--- config.mk ---
export PLATFORM = sky130hd
export DESIGN_NAME = psram_page_ctrl
export DESIGN_NICKNAME = d
export VERILOG_FILES = /design/src/rtl/psram_page_ctrl.sv
export SDC_FILE = /design/constraint.sdc
export NUM_CORES = 1
export LEC_CHECK = 0
export ABC_AREA = 1
export ABC_CLOCK_PERIOD_IN_PS = 2900
export BUFFER_PORTS_ARGS = -buffer_cell sky130_fd_sc_hd__buf_4
export CELL_PAD_IN_SITES_DETAIL_PLACEMENT = 0
export CELL_PAD_IN_SITES_GLOBAL_PLACEMENT = 1
export CORE_ASPECT_RATIO = 1.4
export CORE_MARGIN = 2
export CORE_UTILIZATION = 40
export CTS_BUF_LIST = sky130_fd_sc_hd__clkbuf_4 sky130_fd_sc_hd__clkbuf_8
export CTS_CLUSTER_DIAMETER = 120
export DETAILED_ROUTE_END_ITERATION = 8
export GPL_TIMING_DRIVEN = 0
export PLACE_DENSITY = 0.9
export REMOVE_ABC_BUFFERS = 1
export SLEW_MARGIN = 20
export SYNTH_ARGS = -nofsm -noshare
export SYNTH_HDL_FRONTEND = slang
export SYNTH_SLANG_ARGS = --single-unit
--- constraint.sdc ---
create_clock -name clk -period 2.9 [get_ports clk]
set_input_delay 0.435 -clock clk [delete_from_list [all_inputs] [get_ports clk]]
set_output_delay 0.435 -clock clk [all_outputs]
set_load 0.02 [all_outputs]
--- src/rtl/psram_page_ctrl.sv ---
module psram_page_ctrl #(
  parameter int AW        = 22,
  parameter int CLK_NS    = 4,
  parameter int ACC_NS    = 70,
  parameter int PAGE_NS   = 25,
  parameter int PACC_NS   = 20,
  parameter int WPULSE_NS = 70,
  parameter int DSETUP_NS = 30,
  parameter int GAP_NS    = 10,
  parameter int PWRUP_NS  = 200000
) (
  input  logic          clk,
  input  logic          rst_n,
  input  logic          req_valid,
  output logic          req_ready,
  input  logic          req_write,
  input  logic [AW-1:0] req_addr,
  input  logic [15:0]   req_wdata,
  input  logic [1:0]    req_be,
  input  logic [1:0]    req_len,
  output logic          rd_valid,
  output logic [15:0]   rd_data,
  output logic          done,
  output logic [AW-1:0] mem_addr,
  output logic          mem_cs1_n,
  output logic          mem_cs2,
  output logic          mem_oe_n,
  output logic          mem_we_n,
  output logic          mem_lb_n,
  output logic          mem_ub_n,
  output logic [15:0]   mem_dout,
  output logic          mem_dq_oe,
  input  logic [15:0]   mem_din
);

  localparam int T_AA  = (ACC_NS + CLK_NS - 1) / CLK_NS;
  localparam int PC_NS = (PAGE_NS > PACC_NS) ? PAGE_NS : PACC_NS;
  localparam int T_PC  = (PC_NS + CLK_NS - 1) / CLK_NS;
  localparam int WP_NS = (WPULSE_NS > DSETUP_NS) ? WPULSE_NS : DSETUP_NS;
  localparam int T_WP  = (WP_NS + CLK_NS - 1) / CLK_NS;
  localparam int T_GAP = (GAP_NS + CLK_NS - 1) / CLK_NS;
  localparam int T_PU  = (PWRUP_NS + CLK_NS - 1) / CLK_NS;
  localparam int CW    = $clog2(T_PU + 1) + 1;

  if (CLK_NS > PACC_NS) begin : g_clk_too_slow
    $error("clock period exceeds the page access time");
  end

  typedef enum logic [2:0] {S_PWR, S_IDLE, S_WR, S_RD, S_GAP} st_t;

  st_t          st;
  logic [CW-1:0] cnt;
  logic [1:0]   left;
  logic [1:0]   be_q;

  assign req_ready = (st == S_IDLE);

  always_ff @(posedge clk or negedge rst_n) begin
    if (!rst_n) begin
      st        <= S_PWR;
      cnt       <= CW'(T_PU - 1);
      left      <= '0;
      be_q      <= '0;
      mem_addr  <= '0;
      mem_cs1_n <= 1'b1;
      mem_cs2   <= 1'b0;
      mem_oe_n  <= 1'b1;
      mem_we_n  <= 1'b1;
      mem_lb_n  <= 1'b1;
      mem_ub_n  <= 1'b1;
      mem_dout  <= '0;
      mem_dq_oe <= 1'b0;
      rd_valid  <= 1'b0;
      rd_data   <= '0;
      done      <= 1'b0;
    end else begin
      rd_valid <= 1'b0;
      done     <= 1'b0;
      case (st)
        S_PWR: begin
          if (cnt == '0) begin
            st      <= S_IDLE;
            mem_cs2 <= 1'b1;
          end else cnt <= cnt - CW'(1);
        end
        S_IDLE: begin
          if (req_valid) begin
            mem_addr  <= req_addr;
            be_q      <= req_be;
            mem_lb_n  <= ~req_be[0];
            mem_ub_n  <= ~req_be[1];
            mem_cs1_n <= 1'b0;
            if (req_write) begin
              st        <= S_WR;
              mem_we_n  <= 1'b0;
              mem_dout  <= req_wdata;
              mem_dq_oe <= 1'b1;
              cnt       <= CW'(T_WP - 1);
            end else begin
              st       <= S_RD;
              mem_oe_n <= 1'b0;
              left     <= req_len;
              cnt      <= CW'(T_AA - 1);
            end
          end
        end
        S_WR: begin
          if (cnt == '0) begin
            mem_we_n  <= 1'b1;
            mem_cs1_n <= 1'b1;
            mem_dq_oe <= 1'b0;
            done      <= 1'b1;
            st        <= S_GAP;
            cnt       <= CW'(T_GAP - 1);
          end else cnt <= cnt - CW'(1);
        end
        S_RD: begin
          if (cnt == '0) begin
            rd_valid <= 1'b1;
            rd_data  <= {be_q[1] ? mem_din[15:8] : 8'h00,
                         be_q[0] ? mem_din[7:0]  : 8'h00};
            if (left == 2'd0) begin
              mem_cs1_n <= 1'b1;
              mem_oe_n  <= 1'b1;
              done      <= 1'b1;
              st        <= S_GAP;
              cnt       <= CW'(T_GAP - 1);
            end else begin
              left          <= left - 2'd1;
              mem_addr[1:0] <= mem_addr[1:0] + 2'd1;
              cnt           <= CW'(T_PC - 1);
            end
          end else cnt <= cnt - CW'(1);
        end
        S_GAP: begin
          if (cnt == '0) st <= S_IDLE;
          else cnt <= cnt - CW'(1);
        end
        default: st <= S_IDLE;
      endcase
    end
  end

  p_pwr_hold_r1: assert property (@(posedge clk) disable iff (!rst_n)
    !mem_cs2 |-> (mem_cs1_n && !req_ready));

  p_accept_r2: assert property (@(posedge clk) disable iff (!rst_n)
    (req_valid && req_ready) |=> !req_ready);

  p_done_pulse_r2: assert property (@(posedge clk) disable iff (!rst_n)
    done |=> !done);

  p_wr_steady_r3: assert property (@(posedge clk) disable iff (!rst_n)
    (!mem_we_n && $past(!mem_we_n)) |->
      ($stable(mem_dout) && $stable(mem_addr) && $stable(mem_lb_n) && $stable(mem_ub_n)));

  p_page_upper_r6: assert property (@(posedge clk) disable iff (!rst_n)
    (!mem_cs1_n && $past(!mem_cs1_n)) |-> (mem_addr[AW-1:2] == $past(mem_addr[AW-1:2])));

  p_gap_r8: assert property (@(posedge clk) disable iff (!rst_n)
    $rose(mem_cs1_n) |=> mem_cs1_n);

  p_strobe_excl_r9: assert property (@(posedge clk) disable iff (!rst_n)
    !(!mem_we_n && !mem_oe_n));

endmodule

# Word-level counts from Yosys, hierarchy flattened
# Index checks and enable logic that the tools add are counted.
[totals]
reg_bits = 87
ram_bits = 0
elab_cells = 98
output_inout_bits = 64
mem_bits_ro = 0
input_bits = 62
mem_count = 0
latchBits = 0
[op_classes]
shifts = 0
n_div = 0
n_bitwise = 2
eq_ne = 13
n_mul = 0
addsub = 3
reduce_logical = 19
magnitude_cmp = 0
mux = 44
[op_table]
columns = ["cell", "count"]
rows = [
  ["$mux W17", 4],
  ["$pmux W17 S4", 1],
  ["$reduce_and A5 Y1", 4],
  ["$mux W3", 6],
  ["$logic_not A17 Y1", 1],
  ["$sub A17 B1 Y17 const B", 1],
  ["$mux W1", 16],
  ["$mux W8", 2],
  ["$mux W2", 7],
  ["$ne A2 B2 Y1 const B", 7],
  ["$pmux W3 S4", 1],
  ["$pmux W1 S2", 4],
  ["$pmux W2 S2", 2],
  ["$reduce_and A4 Y1", 2],
  ["$eq A3 B2 Y1 const B", 2],
  ["$reduce_and A2 Y1", 3],
  ["$reduce_and A3 Y1", 2],
  ["$ne A2 B1 Y1 const B", 2],
  ["$reduce_bool A2 Y1", 2],
  ["$reduce_bool A4 Y1", 1],
  ["$eq A3 B1 Y1 const B", 1],
  ["$eq A3 B3 Y1 const B", 1],
  ["$logic_not A3 Y1", 1],
  ["$pmux W1 S3", 1],
  ["other kinds (6)", 7],
]

# Depth between registers and ports, before layout
# Gate-level depths: netlist of the first run.
[logic_depth]
word_depth = 4
ltp_mapped = 11
depth_no_buf = 11

# Least setup slack after synthesis of the first run
# OpenSTA, ideal clock, no wires.
[synth_timing]
kind = "register -> register"
start = "register cnt[0]"
end = "register cnt[11]"
n_path_buf = 1
arrival_ns = 1.556
period_less_slack_ns = 1.668
path_stages_with_launch = 12
required_time_ns = 2.787
setup_slack_ns = 1.232
path_cell_list = "dfstp_2 inv_1 ha_1 nand2_2 nor2_4 nand4_1 buf_2 nand2_2 inv_2 nand2_1 nand2_1 inv_1"
[synth_via]
elab_chain_cells = 3
[synth_lines]
columns = ["item", "line", "rtl"]
rows = [
  ["start: declaration", "52", "logic [CW-1:0] cnt;"],
  ["start signal: assignment", "61", "cnt <= CW'(T_PU - 1);"],
  ["start signal: assignment", "84", "end else cnt <= cnt - CW'(1);"],
  ["start signal: assignment", "98", "cnt <= CW'(T_WP - 1);"],
  ["$sub A17 B1 Y17 / $logic_not A17 Y1 (equally long branches)", "-", ""],
  ["$mux W17 (tied with other cells)", "81, 136", ""],
  ["$pmux W17 S4 / $reduce_and A3 Y1 (equally long branches)", "-", ""],
]
# Parallel ways exist; a longest one is shown, timed or not. The select of a mux whose other input is x is not followed.
# A chain may end at the register's enable or synchronous reset.

# Worst setup path after layout of the first run
[layout_timing]
start = "register st[2]"
end = "register mem_addr[16]"
[layout_via]
elab_chain_cells = 2
[layout_lines]
columns = ["item", "line", "rtl"]
rows = [
  ["start: declaration", "51", "st_t st;"],
  ["start signal: assignment", "60", "st <= S_PWR;"],
  ["start signal: assignment", "82", "st <= S_IDLE;"],
  ["start signal: assignment", "94", "st <= S_WR;"],
  ["$eq A3 B1 Y1", "79", "case (st)"],
  ["$reduce_and A2 Y1 (no line)", "-", ""],
  ["end signal: assignment", "88", "mem_addr <= req_addr;"],
  ["end: declaration", "24", "output logic [AW-1:0] mem_addr,"],
]
# No other way between the ends.

==> results.md, run 1 <==
- Postcts setup bufs: 0
- Syn Area/Cell: 7.95 sq um
- Final #Nets: 697
- CP arrival: 2810 ps
- Die area: 11000 sq um
- YS warnings: 0
- Asr flop ratio synth: 100%
- Pint: 3110 uW
- Type of the worst min-delay path: input port to asynchronous set/reset pin
- CTS H-tree lvls: 3
- Final core occ: 53.2%
- Number of detailed-route iterations in the first pass: 4
- Setup TNS: 0 ps
- Syn-to-layout area delta: 29.6%
- First-pass GRT wire length: 16.3 mm
- Layout cells sized above 1: 28.1%
- Synth Flop Type: dfrtp_1
- Final Skew: 9.92 ps
- Period utilization: 88.4%
- Vias in the first global route: 3508
- Distinct cells, synth: 29
- Crit path cell chain: inv_2, nand2_2, nor2_2, inv_2, nor2_2, inv_1, nand2_1, nand2_1
- Worst Max-Slew Pin Slew: 956 ps
- Die Span Y: 124 um
- Top cell type by total area after synthesis: dfrtp_1
- Fmax: 0.390 GHz
- Post-synth top cells: nand2_1, dfrtp_1, nor2_1
- Clock insertion delay at the later pin of the skew report: 360 ps
- WP data required: 3150 ps
- Die X: 89.4 um
- ANT cells: 0
- Post-synth EDFFs: 0
- I/O Buffers: 125
- DR vias: 3656
- Endpoints failing hold: 0
- Top Ports: 126
- Share of the synthesized area in the top cell type: 44.7%
- DRC viols: 0
- Max-cap violations: 0
- Gpl congestion: 0.843
- Initial antenna violation count: 0
- ANT nets after route: 0
- Global Route Usage Sum: 19.1%
- Initial Util: 41.0%
- Largest net degree at the start of global routing: 88
- Max-slew violation count: 0
- Post-cts sizing count: 0
- Pwr dens: 1040 nW/um^2
- Slew headroom: 36.2%
- Crit. End Element: flop
- Clock-pin slew on the worst setup and hold paths: 80 ps
- Fillcell total: 989
- Critical path class: flop to flop
- Synth Cell Area: 4090 sq um
- Setup violations, final: 0
- Top-count cell post-synth: nand2_1
- CTS sink count: 87
- DR vias/cell: 4.73
- RSZ-0062 raised after global routing: false
- Core footprint: 9950 sq um
- Maximum fanout along the worst path: 25
- Grt ovf: 0
- Clk pwr share: 14.6%
- Status: complete, no violations
- Sequential area share after synthesis: 53.7%
- Switching Fraction: 43.7%
- Pleak: 0.00273 uW
- Clock tree buffer depth: 2
- Top cells by area, synth: dfrtp_1, nand2_1, dfstp_2, nand3_1, nor2_1
- CTS Root Cell: clkbuf_8
- R2R Setup Slk: 340 ps
- NetSw: 2420 uW
- Initial DRC Count: 202
- Critical Path Max Stage Delay: 720 ps
- Critical-path cell with the highest stage delay: nor2_2
- Num rows: 43
- Final Routed Wirelength: 9.89 mm
- CTS tree: done
- CTS Buf Count: 9
- Combinational share of power: 48.4%
- Wirelength per Cell: 12.8 um
- Detailed placement HPWL: 7.11 mm
- Hold buffer count at cts: 0
- Post-Syn Instances: 514
- Startpoint Class: flop
- Number of synthesized register bits: 87
- Peak supply drop: 0.559 mV
- Crit path time final: 2560 ps
- Sequential Power Share: 37.0%
## area by class of cell
type / instances / area [sq um] / area share, %
sequential: 87 / 2190 / 41.4
inverter: 48 / 180 / 3.40
timing repair buffer: 125 / 942 / 17.8
clock buffer: 14 / 174 / 3.28
clock inverter: 2 / 15.0 / 0.284
tap: 135 / 169 / 3.19
multi-input combinational: 362 / 1620 / 30.6
## cells by family after synthesis
logic type	count (synthesis)	share of synthesized area, %
compound gates	42	5.54
xor+xnor	3	0.643
fa+ha+maj	2	0.612
buf+inv	65	6.62
flops	87	53.7
simple gates	315	32.9
## layer usage
metal / vias up / global-route usage, % / routed length, um
met5: - / 0 / 0
li1: 1842 / - / -
met1: 1711 / 22.8 / 3850
met4: 0 / 7.93 / 238
met3: 18 / 4.84 / 427
met2: 85 / 32.4 / 5370
## flip-flops by register name, summed over array words and instances, names as in the netlist
signal / count
cnt: 17
rd_valid: 1
mem_we_n: 1
mem_cs2: 1
mem_addr: 22
mem_lb_n: 1
rd_data: 16
mem_cs1_n: 1
left: 2
mem_dq_oe: 1
mem_dout: 16
mem_ub_n: 1
be_q: 2
done: 1
st: 3
mem_oe_n: 1
## through the flow
stage / hold slack, ps / power (uW) / instances / area, sq um / worst slack, ps
floorplan: 139 / 3730 / 497 / 4000 / 810
global placement: 455 / 4710 / 757 / 5100 / 345
detailed placement: 458 / 4770 / 757 / 5100 / 330
CTS: 249 / 5590 / 773 / 5290 / 304
global route: 146 / 6000 / 773 / 5300 / 49.1
finish: 98.9 / 5530 / 773 / 5300 / 337
## critical path, delay by kind of cell, from the launching register on
family | cells | cell delay (ps)
and+or+nand+nor | 5 | 1230
buffers and inverters | 3 | 770
DFF | 1 | 450
## placed cells by master, fill, tap and decap left out, types with 11 or more instances in the layout
cell and n:
nand2_1 204, buf_4 124, dfrtp_1 73, nor2_1 43, inv_1 41, nand3_1 38, o21ai_0 24, dfstp_2 14
nand4_1 12, clkbuf_8 11
## power by group through the flow
stage	sequential (uW)	combinational (uW)	clock (uW)
floorplan	2440	1290	0
finish	2040	2680	807
CTS	2050	2710	840
detailed placement	2060	2700	0
global placement	2050	2660	0
global route	2110	2990	887
## path summary, 6_finish.rpt
path	from	end	cells after the start
setup / recovery	st[2]	mem_addr[16]	8
hold / removal	rst_n	rd_data[10]	1
setup reg to reg	st[2]	mem_addr[16]	8
hold reg to reg	mem_we_n	mem_we_n	2
max in group asynchronous	rst_n	st[2]	1
min in group clk	req_addr[5]	mem_addr[5]	3
(Power assumes the default switching activity.)
==> inputs of run 2 (changes only) <==
--- a/config.mk
+++ b/config.mk
@@ -6,19 +6,18 @@
 export NUM_CORES = 1
 export LEC_CHECK = 0
 export ABC_AREA = 1
-export ABC_CLOCK_PERIOD_IN_PS = 2900
+export ABC_CLOCK_PERIOD_IN_PS = 3200
 export BUFFER_PORTS_ARGS = -buffer_cell sky130_fd_sc_hd__buf_4
 export CELL_PAD_IN_SITES_DETAIL_PLACEMENT = 0
 export CELL_PAD_IN_SITES_GLOBAL_PLACEMENT = 1
 export CORE_ASPECT_RATIO = 1.4
 export CORE_MARGIN = 2
-export CORE_UTILIZATION = 40
+export CORE_UTILIZATION = 41
 export CTS_BUF_LIST = sky130_fd_sc_hd__clkbuf_4 sky130_fd_sc_hd__clkbuf_8
 export CTS_CLUSTER_DIAMETER = 120
 export DETAILED_ROUTE_END_ITERATION = 8
 export GPL_TIMING_DRIVEN = 0
-export PLACE_DENSITY = 0.9
-export REMOVE_ABC_BUFFERS = 1
+export PLACE_DENSITY = 0.92
 export SLEW_MARGIN = 20
 export SYNTH_ARGS = -nofsm -noshare
 export SYNTH_HDL_FRONTEND = slang
==> constraint.sdc (replaced) <==
create_clock -name clk -period 3.2 [get_ports clk]
set_input_delay 0.48 -clock clk [delete_from_list [all_inputs] [get_ports clk]]
set_output_delay 0.48 -clock clk [all_outputs]
set_load 0.02 [all_outputs]
==> run 2 against run 1 <==
Compared with the run above:
- total power is 6.7% lower
- setup slack better by 940 ps
- fmax is 34% higher
- sequential share of layout area is 0.87 points lower
- register-to-register slack better by 940 ps
- critical path depth is 3 higher
- count of clock-buffer cells in the layout is 2 lower
- die area is 2.3% lower
- cell count is 2.2% higher
- hold slack better by 69 ps
- critical endpoint is now cnt[11]
- largest cell class unchanged
==> results.md, run 2 (synthesis results as in run 1) <==
- Layout cells sized above 1: 29.2% (+1.1 points)
- Endpoints failing hold: 0 (unchanged)
- Peak supply drop: 0.461 mV (-18%)
- DR vias: 3784 (+3.5%)
- First-pass GRT wire length: 16.8 mm (+3.5%)
- DR vias/cell: 4.79 (+1.3%)
- Worst path depth: 11 (+3)
- R2r endpoint: cnt[11]
- Top Ports: 126 (unchanged)
- Clock-pin slew on the worst setup and hold paths: 90 ps (about the same)
- Fillcell total: 983 (-0.61%)
- Final Skew: 7.99 ps (-1.93 ps)
- Clock tree buffer depth: 2 (unchanged)
- Wirelength per Cell: 12.7 um (-0.60%)
- Die X: 88.4 um (-1.2%)
- Hold WS: 168 ps (+69.3 ps)
- Startpoint Class: flop
- Setup violations, final: 0 (unchanged)
- Max-slew violation count: 0 (unchanged)
- Grt ovf: 0 (unchanged)
- Largest net degree at the start of global routing: 88 (unchanged)
- WP buf/inv: 4 (+1)
- Initial antenna violation count: 0 (unchanged)
- Status: complete, no violations
- CP arrival: 2180 ps (-630 ps)
- Final #Nets: 714 (+2.4%)
- WP data required: 3460 ps (+310 ps)
- Type of the worst min-delay path: input port to asynchronous set/reset pin
- Syn-to-layout area delta: 32.4%
- I/O Buffers: 125 (unchanged)
- Detailed placement HPWL: 7.51 mm (+5.7%)
- CTS Buf Count: 9 (unchanged)
- Postcts setup bufs: 0 (unchanged)
- RSZ-0062 raised after global routing: false
- Max reg flops: 22 (unchanged)
- Core footprint: 9790 sq um (-1.6%)
- ANT cells: 0 (unchanged)
- Critical Path Max Stage Delay: 540 ps (-180 ps)
- R2R Setup Slk: 1280 ps (+940 ps)
- Final Routed Wirelength: 10.0 mm (+1.6%)
- FF-to-FF Start: cnt[0]
- Clock insertion delay at the later pin of the skew report: 360 ps (about the same)
- Pint: 2920 uW (-6.2%)
- Crit path from: cnt[0]
- Placed cells: 774 (+2.2%)
- CP delay by family, top: simple AND/OR/NAND/NOR gates
- Combined area of the multi-input logic cells: 1620 sq um (unchanged)
- CTS tree: done
- Slew headroom: 46.9% (+11 points)
- CTS H-tree lvls: 3 (unchanged)
- Clk pwr share: 15.8% (+1.2 points)
- Num rows: 43 (unchanged)
- Post-cts sizing count: 0 (unchanged)
- DRC viols: 0 (unchanged)
- Worst Max-Slew Pin Slew: 796 ps (-160 ps)
- Die Span Y: 122 um (-1.2%)
- Final non-filler cell total: 790 (+2.2%)
- Global Route Usage Sum: 19.7% (+0.57 points)
- NetSw: 2240 uW (-7.4%)
- ANT nets after route: 0 (unchanged)
- Crit path cell chain: inv_1, ha_1, nand2_2, nor2_4, nand4_1, buf_2, nand2_2, inv_2, nand2_1, nand2_1, inv_1
- Crit. End Element: flop
- Syn_nets: 578
- Die area: 10800 sq um (-2.3%)
- Initial DRC Count: 163 (-19%)
- Number of detailed-route iterations in the first pass: 4 (unchanged)
- Largest register by flop count: mem_addr
- Initial Util: 41.7% (+0.68 points)
- Max-cap violations: 0 (unchanged)
- Pleak: 0.00279 uW (+2.3%)
- Commonest non-fill, non-tap cell in the layout: nand2_1
- Most frequent cells in the layout: nand2_1, buf_4, dfrtp_1, nor2_1, inv_1
- Final core occ: 55.2% (+2.0 points)
- Switching Fraction: 43.4% (-0.31 points)
- Vias in the first global route: 3846 (+9.6%)
- Setup TNS: 0 ps (unchanged)
- Fmax: 0.521 GHz (+34%)
- Crit path time final: 1920 ps (-645 ps)
- Combinational share of power: 48.7% (+0.3 points)
- CTS Root Cell: clkbuf_8
- Critical-path cell with the highest stage delay: dfstp_2
- Gpl congestion: 0.869 (+3.0%)
- Pwr dens: 953 nW/um^2 (-8.7%)
- Critical path class: flop to flop
- CTS sink count: 87 (unchanged)
- Hold buffer count at cts: 0 (unchanged)
- Reg2reg path depth: 11 (+3)
- FF/Latch Area: 2190 sq um (unchanged)
- Biggest regs: mem_addr (22), cnt (17)
- Period utilization: 59.9% (-28 points)
- Maximum fanout along the worst path: 10 (-60%)
- Sequential Power Share: 35.6% (-1.4 points)
run 2: worst max path at each step:
stage                     endpoint
after floorplan            cnt[11]
after global placement     cnt[11]
after detailed placement   cnt[11]
after CTS                  cnt[11]
after global routing       cnt[10]
final                      cnt[11]
run 2: stage by stage:
step,setup WS [ps],total power (uW),area (sq um)
final,1280,5150,5410
after CTS,1270,5200,5410
after global placement,1320,4320,5190
after global routing,1060,5570,5410
after floorplan,1530,3430,4090
after detailed placement,1270,4390,5190
run 2: power groups by stage:
stage,clock (uW),sequential [uW],combinational (uW)
3_5_place_dp,0,1850,2530
4_1_cts,823,1840,2540
3_3_place_gp,0,1840,2480
2_1_floorplan,0,2190,1240
5_1_grt,871,1890,2810
6_report,812,1830,2510
run 2: area by class of cell:
class,instances,share of cell area (%)
buffer,17,1.67
tap,135,3.12
inverter,48,3.33
timing repair buffer,125,17.4
multi-input combinational,362,30.0
clock inverter,4,0.995
sequential,87,40.6
clock buffer,12,2.94
run 2: layer usage:
layer,part of all wire [%],global-route usage [%],vias up
met2,52,33.7,89
met3,5.8,5.49,22
met1,40,22.8,1792
li1,-,-,1881
met4,2.4,8.05,0
met5,0,0,-
==> inputs of run 3 (changes only) <==
--- a/config.mk
+++ b/config.mk
@@ -6,18 +6,18 @@
 export NUM_CORES = 1
 export LEC_CHECK = 0
 export ABC_AREA = 1
-export ABC_CLOCK_PERIOD_IN_PS = 3200
+export ABC_CLOCK_PERIOD_IN_PS = 1900
 export BUFFER_PORTS_ARGS = -buffer_cell sky130_fd_sc_hd__buf_4
 export CELL_PAD_IN_SITES_DETAIL_PLACEMENT = 0
 export CELL_PAD_IN_SITES_GLOBAL_PLACEMENT = 1
 export CORE_ASPECT_RATIO = 1.4
 export CORE_MARGIN = 2
-export CORE_UTILIZATION = 41
+export CORE_UTILIZATION = 38
 export CTS_BUF_LIST = sky130_fd_sc_hd__clkbuf_4 sky130_fd_sc_hd__clkbuf_8
 export CTS_CLUSTER_DIAMETER = 120
 export DETAILED_ROUTE_END_ITERATION = 8
 export GPL_TIMING_DRIVEN = 0
-export PLACE_DENSITY = 0.92
+export PLACE_DENSITY = 0.86
 export SLEW_MARGIN = 20
 export SYNTH_ARGS = -nofsm -noshare
 export SYNTH_HDL_FRONTEND = slang
==> constraint.sdc (replaced) <==
create_clock -name clk -period 1.9 [get_ports clk]
set_input_delay 0.285 -clock clk [delete_from_list [all_inputs] [get_ports clk]]
set_output_delay 0.285 -clock clk [all_outputs]
set_load 0.02 [all_outputs]
==> run 3 against run 2 <==
Compared with the run above:
- the run now ends with negative hold slack left
- cell count up 0.76%
- highest routed layer unchanged
- setup slack lost 1100 ps
- first-iteration DRC count rose by 31%
- hold slack got worse by 230 ps
- flip-flop and latch count unchanged
- cell area is 0.62% higher
- critical path type unchanged
- sequential share of layout area down 0.25 points
- global-route usage decreased by 1.5 points
==> results.md, run 3 (synthesis results as in run 1) <==
- Status: complete, but fails checks
- Failing checks: negative hold slack
- Setup violations, final: 0 (unchanged)
- Endpoints failing hold: 19 (+19)
- Critical Path Max Stage Delay: 540 ps (about the same)
- Largest net degree at the start of global routing: 88 (unchanged)
- Fmax: 0.571 GHz (+9.6%)
- Max-slew violation count: 0 (unchanged)
- CTS Buf Count: 9 (unchanged)
- Vias in the first global route: 3770 (-2.0%)
- CTS H-tree lvls: 3 (unchanged)
- Die X: 91.6 um (+3.7%)
- Syn-to-layout area delta: 33.2%
- Layout cells sized above 1: 30.5% (+1.4 points)
- Most frequent cells in the layout: nand2_1, buf_4, dfrtp_1, nor2_1, inv_1
- CP delay by family, top: flip-flops
- Pleak: 0.00280 uW (+0.19%)
- Initial Util: 39.3% (-2.5 points)
- Core footprint: 10400 sq um (+6.3%)
- Max reg flops: 22 (unchanged)
- Initial DRC Count: 213 (+31%)
- Final Routed Wirelength: 10.3 mm (+2.9%)
- Grt ovf: 0 (unchanged)
- Crit path time final: 1750 ps (-167 ps)
- Final Power: 8610 uW (+67%)
- RSZ-0062 raised after global routing: false
- Crit. End Element: flop
- DR vias: 3732 (-1.4%)
- WP data required: 2150 ps (-1310 ps)
- Period utilization: 92.1% (+32 points)
- Setup TNS: 0 ps (unchanged)
- CTS Root Cell: clkbuf_8
- Critical-path cell with the highest stage delay: dfstp_2
- Final core occ: 52.3% (-2.9 points)
- Pwr dens: 1580 nW/um^2 (+66%)
- CP arrival: 2000 ps (-180 ps)
- WP buf/inv: 4 (unchanged)
- Final non-filler cell total: 796 (+0.76%)
- Largest register by flop count: mem_addr
- Commonest non-fill, non-tap cell in the layout: nand2_1
- DR vias/cell: 4.69 (-2.1%)
- Initial antenna violation count: 0 (unchanged)
- CTS tree: done
- Final #Nets: 717 (+0.42%)
- Worst Max-Slew Pin Slew: 826 ps (+29.5 ps)
- Type of the worst min-delay path: input port to asynchronous set/reset pin
- Top Ports: 126 (unchanged)
- Wirelength per Cell: 13.0 um (+2.2%)
- Biggest regs: mem_addr (22), cnt (17)
- Clock insertion delay at the later pin of the skew report: 360 ps (about the same)
- Clock tree buffer depth: 2 (unchanged)
- Clock-pin slew on the worst setup and hold paths: 80 ps (about the same)
- Peak supply drop: 0.821 mV (+78%)
- First-pass GRT wire length: 17.3 mm (+2.7%)
- Global Route Usage Sum: 18.2% (-1.5 points)
- Die Span Y: 127 um (+3.7%)
- Placed cells: 777 (+0.39%)
- Startpoint Class: flop
- Slew headroom: 45.0% (-2.0 points)
- ANT nets after route: 0 (unchanged)
- Die area: 11600 sq um (+7.6%)
- I/O Buffers: 125 (unchanged)
- Max-cap violations: 0 (unchanged)
- Hold WS: -60.5 ps (-229 ps)
- Gpl congestion: 0.803 (-7.6%)
- Crit path cell chain: inv_1, ha_4, nand2_2, nor2_4, nand4_1, buf_4, nand2_2, inv_2, nand2_1, nand2_1, inv_1
- Critical path class: flop to flop
- DRC viols: 0 (unchanged)
- Number of detailed-route iterations in the first pass: 4 (unchanged)
- Syn_nets: 578 (unchanged)
- Final Skew: 8.69 ps (+0.698 ps)
- Maximum fanout along the worst path: 10 (unchanged)
- Hold buffer count at cts: 0 (unchanged)
- Num rows: 44 (+2.3%)
- CTS sink count: 87 (unchanged)
- Detailed placement HPWL: 7.69 mm (+2.4%)
- ANT cells: 0 (unchanged)
- R2R Setup Slk: 150 ps (-1130 ps)
[run 3: layout make-up]
cell class	instances	area [sq um]
clock buffer	11	151
buffer	17	93.8
timing repair buffer	128	965
inverter	48	180
clock inverter	5	40.0
tap	138	173
multi-input combinational	362	1650
fill	997	4960
sequential	87	2190
[run 3: path summary, 6_finish.rpt]
check / start / endpoint / cells after the start
max in group asynchronous: rst_n / mem_addr[5] / 1
setup / recovery: cnt[1] / cnt[11] / 11
hold reg to reg: mem_cs1_n / mem_cs1_n / 2
min in group clk: req_wdata[14] / mem_dout[14] / 3
setup reg to reg: cnt[1] / cnt[11] / 11
hold / removal: rst_n / cnt[7] / 1
[run 3: through the flow]
stage	area, sq um	setup WS [ps]
final	5440	149
after global routing	5440	2.16
after detailed placement	5200	-18.1
after floorplan	4090	232
after CTS	5390	6.26
after global placement	5200	9.65
[run 3: worst register-to-register path, stage by stage (launching register included)]
cell     delay, ps
dfstp_2        540
inv_1           70
ha_4           170
nand2_2        110
nor2_4          70
nand4_1        110
buf_4          190
nand2_2        100
inv_2          130
nand2_1         70
nand2_1         60
inv_1           40
[run 3: per-layer routing]
metal | global-route usage (%) | part of all wire (%) | vias up
li1 | - | - | 1889
met1 | 21.3 | 40 | 1728
met2 | 31.7 | 52 | 97
met3 | 4.99 | 5.9 | 18
met4 | 6.42 | 1.9 | 0
met5 | 0 | 0 | -
[run 3: power by group]
group	switching [uW]	internal [uW]
logic	2680	1610
registers	462	2630
clock network	679	553
[run 3: repair_timing]
item | 4_1_cts | 5_1_grt
endpoints found under the setup margin | 1 | 37
buffers inserted | 0 | 3
pin swaps | 0 | 4
gates resized for setup | 1 | 10
